## src/rtl/fifo_rd_flag.sv

```systemverilog
module fifo_rd_flag #(
  parameter int DW    = 32,
  parameter int DEPTH = 16,
  parameter int SYNC  = 2,
  localparam int AW   = $clog2(DEPTH),
  localparam int PW   = AW + 1
) (
  input  logic          rclk,
  input  logic          rrst_n,
  input  logic          fwft_sel,
  input  logic [PW-1:0] wr_ptr_gray,
  input  logic          rd_cs,
  input  logic          rd_dir,
  input  logic          rd_en,
  input  logic [DW-1:0] ram_rdata,
  output logic [AW-1:0] ram_raddr,
  output logic          rd_inc,
  output logic [DW-1:0] dout,
  output logic          flag
);

  function automatic logic [PW-1:0] g2b(input logic [PW-1:0] g);
    logic [PW-1:0] b;
    b[PW-1] = g[PW-1];
    for (int i = PW - 2; i >= 0; i--) b[i] = b[i+1] ^ g[i];
    return b;
  endfunction

  logic [PW-1:0] sync_q [SYNC];
  logic [PW-1:0] rptr;
  logic          started, fwft_q, flag_q;
  logic [DW-1:0] dout_q;

  always_ff @(posedge rclk or negedge rrst_n) begin
    if (!rrst_n) begin
      for (int i = 0; i < SYNC; i++) sync_q[i] <= '0;
    end else begin
      sync_q[0] <= wr_ptr_gray;
      for (int i = 1; i < SYNC; i++) sync_q[i] <= sync_q[i-1];
    end
  end

  wire [PW-1:0] wbin  = g2b(sync_q[SYNC-1]);
  wire          avail = wbin != rptr;
  wire          req   = rd_cs & rd_dir & rd_en;
  wire          take  = req & flag_q;
  wire          fetch = started & (fwft_q ? (avail & (~flag_q | take)) : take);
  wire [PW-1:0] rptr_nx = rptr + PW'(fetch);
  wire          flag_d  = started & (fwft_q ? (fetch | (flag_q & ~take))
                                             : (wbin != rptr_nx));

  always_ff @(posedge rclk or negedge rrst_n) begin
    if (!rrst_n) begin
      started <= 1'b0;
      fwft_q  <= 1'b0;
      rptr    <= '0;
      flag_q  <= 1'b0;
      dout_q  <= '0;
    end else begin
      if (!started) begin
        started <= 1'b1;
        fwft_q  <= fwft_sel;
      end
      rptr   <= rptr_nx;
      flag_q <= flag_d;
      if (fetch) dout_q <= ram_rdata;
    end
  end

  assign ram_raddr = rptr[AW-1:0];
  assign rd_inc    = fetch;
  assign dout      = dout_q;
  assign flag      = flag_q;

  p_empty_read_ignored_r5: assert property (@(posedge rclk) disable iff (!rrst_n)
    (started && !fwft_q && !flag_q) |=> $stable(rptr));

  p_hold_when_dry_r7: assert property (@(posedge rclk) disable iff (!rrst_n)
    (started && !flag_q && wbin == rptr) |=> $stable(dout_q));

  p_addr_step_r10: assert property (@(posedge rclk) disable iff (!rrst_n)
    rd_inc |=> (ram_raddr == AW'($past(ram_raddr) + 1'b1)));

  p_mode_locked_r9: assert property (@(posedge rclk) disable iff (!rrst_n)
    (started && $past(started)) |-> $stable(fwft_q));

  p_no_overrun_r6: assert property (@(posedge rclk) disable iff (!rrst_n)
    (wbin - rptr) <= PW'(DEPTH));

  p_gray_single_step_r8: assert property (@(posedge rclk) disable iff (!rrst_n)
    $countones(sync_q[SYNC-1] ^ $past(sync_q[SYNC-1])) <= 1);

endmodule

```

## config.mk

```make
export PLATFORM = sky130hd
export DESIGN_NAME = fifo_rd_flag
export DESIGN_NICKNAME = d
export VERILOG_FILES = /design/src/rtl/fifo_rd_flag.sv
export SDC_FILE = /design/constraint.sdc
export NUM_CORES = 1
export LEC_CHECK = 0
export BUFFER_PORTS_ARGS = -buffer_cell sky130_fd_sc_hd__buf_2
export CAP_MARGIN = 20
export CORE_AREA = 3 3 97 99
export DETAILED_ROUTE_END_ITERATION = 10
export DIE_AREA = 0 0 100 102
export SLEW_MARGIN = 15
export SYNTH_ARGS = -nofsm -noshare
export SYNTH_HDL_FRONTEND = slang
export SYNTH_SLANG_ARGS = --single-unit
```

## constraint.sdc

```tcl
create_clock -name rclk -period 5.55 [get_ports rclk]
set_input_delay 0.555 -clock rclk [delete_from_list [all_inputs] [get_ports rclk]]
set_output_delay 0.555 -clock rclk [all_outputs]
set_load 0.05 [all_outputs]
```

# Yosys cells after proc, flatten, opt, wreduce, memory -nomap -nowiden
# Cells that the tools add are included.
# W data, S select, Z words.
[totals]
output_inout_bits = 38
register_bits = 50
inputBits = 43
wordCells = 27
[classes]
bitwise_logic = 15
add_sub_neg = 1
eq_ne = 2
mux = 2
[op_table]
columns = ["cell", "n"]
rows = [
  ["$ne A5 B5 Y1", 2],
  ["$and A1 B1 Y1", 7],
  ["$add A5 B1 Y5", 1],
  ["$xor A1 B1 Y1", 4],
  ["$mux W1", 2],
  ["$not A1 Y1", 2],
  ["$or A1 B1 Y1", 2],
]

# Logic depth before layout (Yosys ltp)
[depth]
word_depth = 12
depth_mapped = 12
depth_no_buf = 10

# Worst setup path before layout
# Ideal clock, no wire load.
[synth_timing]
path_kind = "register -> register"
startpoint = "reg rptr[2]"
endpoint = "reg flag_q, in the netlist flag"
setup_ns = 0.139
t_required_ns = 5.411
path_buffers = 2
synth_period_minus_slack_ns = 3.050
path_slack_ns = 2.500
path_stages_with_launch = 13
arrival_ns = 2.911
path_cell_list = "dfrtp_1 -> clkbuf_1 -> xnor3_1 -> mux2i_1 -> and3_1 -> a221oi_4 -> buf_6 -> ha_1 -> xor2_1 -> and2_1 -> mux2i_1 -> a2111oi_0 -> a21boi_0"
[synth_via]
elab_chain_cells = 8
elab_cells_between_ends = 9
classes_between = "add/sub (1); eq/ne (2); mux (2); bitwise (4)"
[synth_rtl]
columns = ["item", "line", "rtl"]
rows = [
  ["from (decl)", "30", "logic [PW-1:0] rptr;"],
  ["from (signal assigned)", "64", "rptr <= rptr_nx;"],
  ["$ne A5 B5 Y1", "44", "wire avail = wbin != rptr;"],
  ["$and A1 B1 Y1", "47", "wire fetch = started & (fwft_q ? (avail & (~flag_q | take)) : take);"],
  ["$mux W1", "47", ""],
  ["$and A1 B1 Y1", "47", ""],
  ["net rd_inc", "17", "output logic rd_inc,"],
  ["$add A5 B1 Y5", "48", "wire [PW-1:0] rptr_nx = rptr + PW'(fetch);"],
  ["net rptr_nx[0]", "48", ""],
  ["$ne A5 B5 Y1", "50", ": (wbin != rptr_nx));"],
  ["$mux W1", "49", "wire flag_d = started & (fwft_q ? (fetch | (flag_q & ~take))"],
  ["$and A1 B1 Y1", "49", ""],
  ["net flag_d", "49", ""],
  ["to (signal assigned)", "65", "flag_q <= flag_d;"],
  ["to (decl)", "31", "logic started, fwft_q, flag_q;"],
]
# The timed path passes the listed nets, and every way through them passes these cells.
# A chain may end at the register's enable or synchronous reset.

# Worst setup path after layout
[layout_timing]
startpoint = "reg sync_q[2] (netlist bit)"
endpoint = "out rd_inc"
[layout_via]
elab_chain_cells = 7
[layout_rtl]
columns = ["item", "line", "rtl"]
rows = [
  ["from (decl)", "29", "logic [PW-1:0] sync_q [SYNC];"],
  ["$xor A1 B1 Y1 (*)", "25", "for (int i = PW - 2; i >= 0; i--) b[i] = b[i+1] ^ g[i];"],
  ["$xor A1 B1 Y1 (2 in a row)", "25", ""],
  ["$ne A5 B5 Y1 (*)", "44", ""],
  ["$and A1 B1 Y1 (*)", "47", ""],
  ["$mux W1 (*)", "47", ""],
  ["$and A1 B1 Y1 (*)", "47", ""],
  ["to (decl)", "17", ""],
]
# Mark *: on every way between the ends. The rest lies on a longest branch, timed or not.

==> out/results.txt <==
Before CTS, the worst setup slack after placement is 2.07 ns. The number of iterations in the first detailed-routing pass is 4. The residual antenna-violating net count after detailed routing came out at 0. The average cell area after synthesis came out at 14.5 um2. The dominant combinational cell family by area after synthesis is multiplexers. IR analysis of the VDD net gives a maximum drop of 0.000219 V. Number of hold-slack violations in the final timing report: 0.

The tools report the HPWL reported at the end of detailed placement as 3130 um. The synthesized design spends more area on one cell type than any other, namely sky130_fd_sc_hd__dfrtp_1. The netlist area before placement was 2130 um2. For the residual overflow from global routing, the log shows 0. Type of the worst min-delay path: in2async. Setup repair after global routing left no endpoint under its margin. STA puts the critical path data arrival time at 3.06 ns. The number of clock buffers added by TritonCTS is 5. Final count of pins violating max slew: 0. Fill cells in the final layout number 886. In this run the cell area measured after placement is 2610 um2. The portion of netlist area occupied by mux cells is 18.9%, and the final design area excluding fillers is 2700 um2. The Yosys warning count came out at 0. The endpoint type of the worst setup path is an output port. Post-synthesis sequential area ratio: 58.8%. Summing over every cut layer, the via total after detailed routing is 1394. After detailed routing, the number of remaining DRC violations is 0. Pin placement for this block handled 81 I/O pins. Summing the areas of all xor and xnor instances in the mapped netlist gives 7.11% of the synthesized area.

The total power consumption of the routed design was 0.00141 W. For the worst setup path, the data required time is 4.99 ns. The worst path in the final design needs a cycle of 3.61 ns, including I/O delays and setup. TritonCTS built the clock tree. The x dimension of the die is 100 um. For the initial core utilization, the log shows 24.6%.

STA classifies the critical path startpoint as a flop. The number of register bits inferred by synthesis is 50. After Yosys synthesis, full adders, half adders and majority gates account for 1.18% of the synthesized area.

The proportion of synthesized flip-flops having asynchronous set or reset was 100%; the area added between synthesis and finish was 27.0%. For this design, the sink count on the clock tree is 50. Synthesis produced a netlist whose cell count is 147. In this run, distinct cell masters in the synthesized netlist total 32.

The floorplan has 34 rows. The biggest fanout along the worst timing path is 19. Among all flip-flop cells after synthesis, the most frequent one is sky130_fd_sc_hd__dfrtp_1.

The share of layout cells above drive strength 1 is 55.9%. The clock-pin slew of the registers on the worst-case setup and hold paths was 0.09 ns. The tools report the number of antenna violations at the first check in global routing as 0. The clock reaches the later pin of the worst-skew pair after 0.30 ns. The clock passes through at most 2 buffers.

After synthesis, the cell types taking the most area are sky130_fd_sc_hd__dfrtp_1, sky130_fd_sc_hd__mux2_2, sky130_fd_sc_hd__xnor2_1. The DRC marker count from the first detailed-route iteration is 38, and the number of maximum-capacitance violations is 0. Entering global routing, the biggest net connects 29 pins.

Quantity of I/O buffers inserted on ports: 80. Counting every net in the synthesized netlist gives 192. The net count of the finished layout is 271, and the area share of and/or/nand/nor cells after synthesis is 5.11%. Summing the areas of all compound-gate instances in the mapped netlist gives 4.70% of the synthesized area.

The number of global-route vias before repair came out at 1439. In this run, synthesis inferred 0 flip-flops with an integrated enable. The flow ran to the end, and the final reports show no timing, DRC or antenna violations.

In the final routed layout, each cell accounts on average for 12.6 um. The run gives 0 as the number of buffers inserted to repair setup after CTS. Gates resized during post-CTS repair numbered 0. The tools report the total core area as 8640 um2. For this design, the CTS-stage hold fixing added 0 buffers. The tree is rooted in a sky130_fd_sc_hd__clkbuf_8.

The die covers 10200 um2. The run gives 1.94 ns as the post-route worst setup slack. The total negative slack is 0 ns. The total global routing track utilization is 8.50%, and the floorplan die height is 102 um. Across the routed clock network, the largest skew measured is 0.00604 ns. The power density over the cells works out to 520 nW/um2.

In this run the biggest area consumer among cell types represents 58.8% of the synthesized area. In the routed layout, each cell is associated on average with a via count of 4.15. At the pin with the least slew margin, the transition time is 0.985 ns. The logs give 0.815 for the global placement routability congestion and 4240 um for the post-detailed-routing wire length. CTS built an H-tree with a depth of 2. The analysis attributes to cell leakage a power of 1.27 nW. The wire length of the first global-routing pass is 6830 um. The worst setup path is of the reg2out kind. After layout, the worst path uses 65.1% of the clock period. For the number of setup violations in the final report, the log shows 0.

Based on the critical path, the design can be clocked at up to 0.277 GHz. The normalized max-slew margin was 34.4%.
[synth_stat cells (2+ instances only)]
library cell,n
sky130_fd_sc_hd__a21oi_1,3
sky130_fd_sc_hd__and3_1,2
sky130_fd_sc_hd__buf_4,4
sky130_fd_sc_hd__buf_6,4
sky130_fd_sc_hd__clkbuf_1,2
sky130_fd_sc_hd__dfrtp_1,50
sky130_fd_sc_hd__ha_1,2
sky130_fd_sc_hd__mux2_2,33
sky130_fd_sc_hd__mux2i_1,3
sky130_fd_sc_hd__nand2_1,6
sky130_fd_sc_hd__nand3_1,2
sky130_fd_sc_hd__nand4_1,2
sky130_fd_sc_hd__nor2_1,3
sky130_fd_sc_hd__o21ai_0,2
sky130_fd_sc_hd__or2_2,2
sky130_fd_sc_hd__xnor2_1,6
sky130_fd_sc_hd__xnor2_2,2
sky130_fd_sc_hd__xor2_1,5
[where the power goes]
group	internal (W)	total [W]	switching (W)
Sequential	0.000460	0.000538	0.0000780
Clock	0.000101	0.000223	0.000122
Combinational	0.000197	0.000646	0.000449
[metal layers]
layer | vias up | part of all wire, % | global-route usage [%]
met5 | - | 0 | 0
met4 | 0 | 0.97 | 2.80
met3 | 5 | 9.0 | 3.21
met2 | 59 | 45 | 12.6
met1 | 670 | 45 | 11.5
li1 | 660 | - | -
[cells by family after synthesis]
group | after synthesis
other cells | 1
xor+xnor | 14
buf+inv | 11
fa+ha+maj | 2
simple gates | 21
mux | 36
compound gates | 12
flops | 50
[critical path: stages (launching register included)]
cell	delay, ns
sky130_fd_sc_hd__dfrtp_1	0.50
sky130_fd_sc_hd__xnor3_1	0.37
sky130_fd_sc_hd__mux2i_1	0.12
sky130_fd_sc_hd__and3_1	0.21
sky130_fd_sc_hd__a221oi_4	0.84
sky130_fd_sc_hd__buf_4	0.39
sky130_fd_sc_hd__buf_2	0.31
[final cells by class]
| type | instances | area [um2] | share of cell area, % |
|---|---|---|---|
| Sequential cell | 50 | 1250 | 46.3 |
| Multi-Input combinational cell | 86 | 791 | 29.3 |
| Timing Repair Buffer | 82 | 428 | 15.8 |
| Tap cell | 108 | 135 | 5.00 |
| Clock buffer | 7 | 86.3 | 3.19 |
| Clock inverter | 1 | 5.00 | 0.185 |
| Inverter | 1 | 3.75 | 0.139 |
| Antenna cell | 1 | 2.50 | 0.0926 |
[placed cells by master, fill, tap and decap left out, drive strengths merged, types with 2 or more instances in the layout]
cell / instances
nand4: 2
xnor2: 8
or2: 2
nand2: 6
buf: 82
mux2i: 3
nor2: 3
xor2: 5
ha: 2
nand3: 2
a21oi: 3
mux2: 33
clkbuf: 7
o21ai: 2
and3: 2
dfrtp: 50
[worst paths after layout]
check	to	depth (start not counted)	from	slack [ns]
worst max-delay path	rd_inc	6	sync_q[2]$_DFF_PN0_	1.94
worst min-delay path	rptr[2]$_DFF_PN0_	1	rrst_n	0.23
worst max register to register	flag$_DFF_PN0_	10	sync_q[2]$_DFF_PN0_	2.11
worst min register to register	sync_q[4]$_DFF_PN0_	0	sync_q[9]$_DFF_PN0_	0.36
max in group asynchronous	dout[27]$_DFFE_PN0P_	2	rrst_n	4.77
min in group rclk	sync_q[7]$_DFF_PN0_	1	wr_ptr_gray[2]	0.35
[state kept, by name, indices dropped and copies added (netlist names)]
| signal | flops |
|---|---|
| rptr | 5 |
| flag | 1 |
| started | 1 |
| dout | 32 |
| fwft_q | 1 |
| sync_q | 10 |
[metrics by stage]
step                      hold slack, ns  util (%)  std cells
after CTS                          0.253      31.3        335
after global routing               0.264      31.3        335
after floorplan                    0.259         -        147
after global placement             0.337      30.0        326
final                              0.232      31.3        336
after detailed placement           0.337      30.2        327
(Power assumes the default switching activity.)
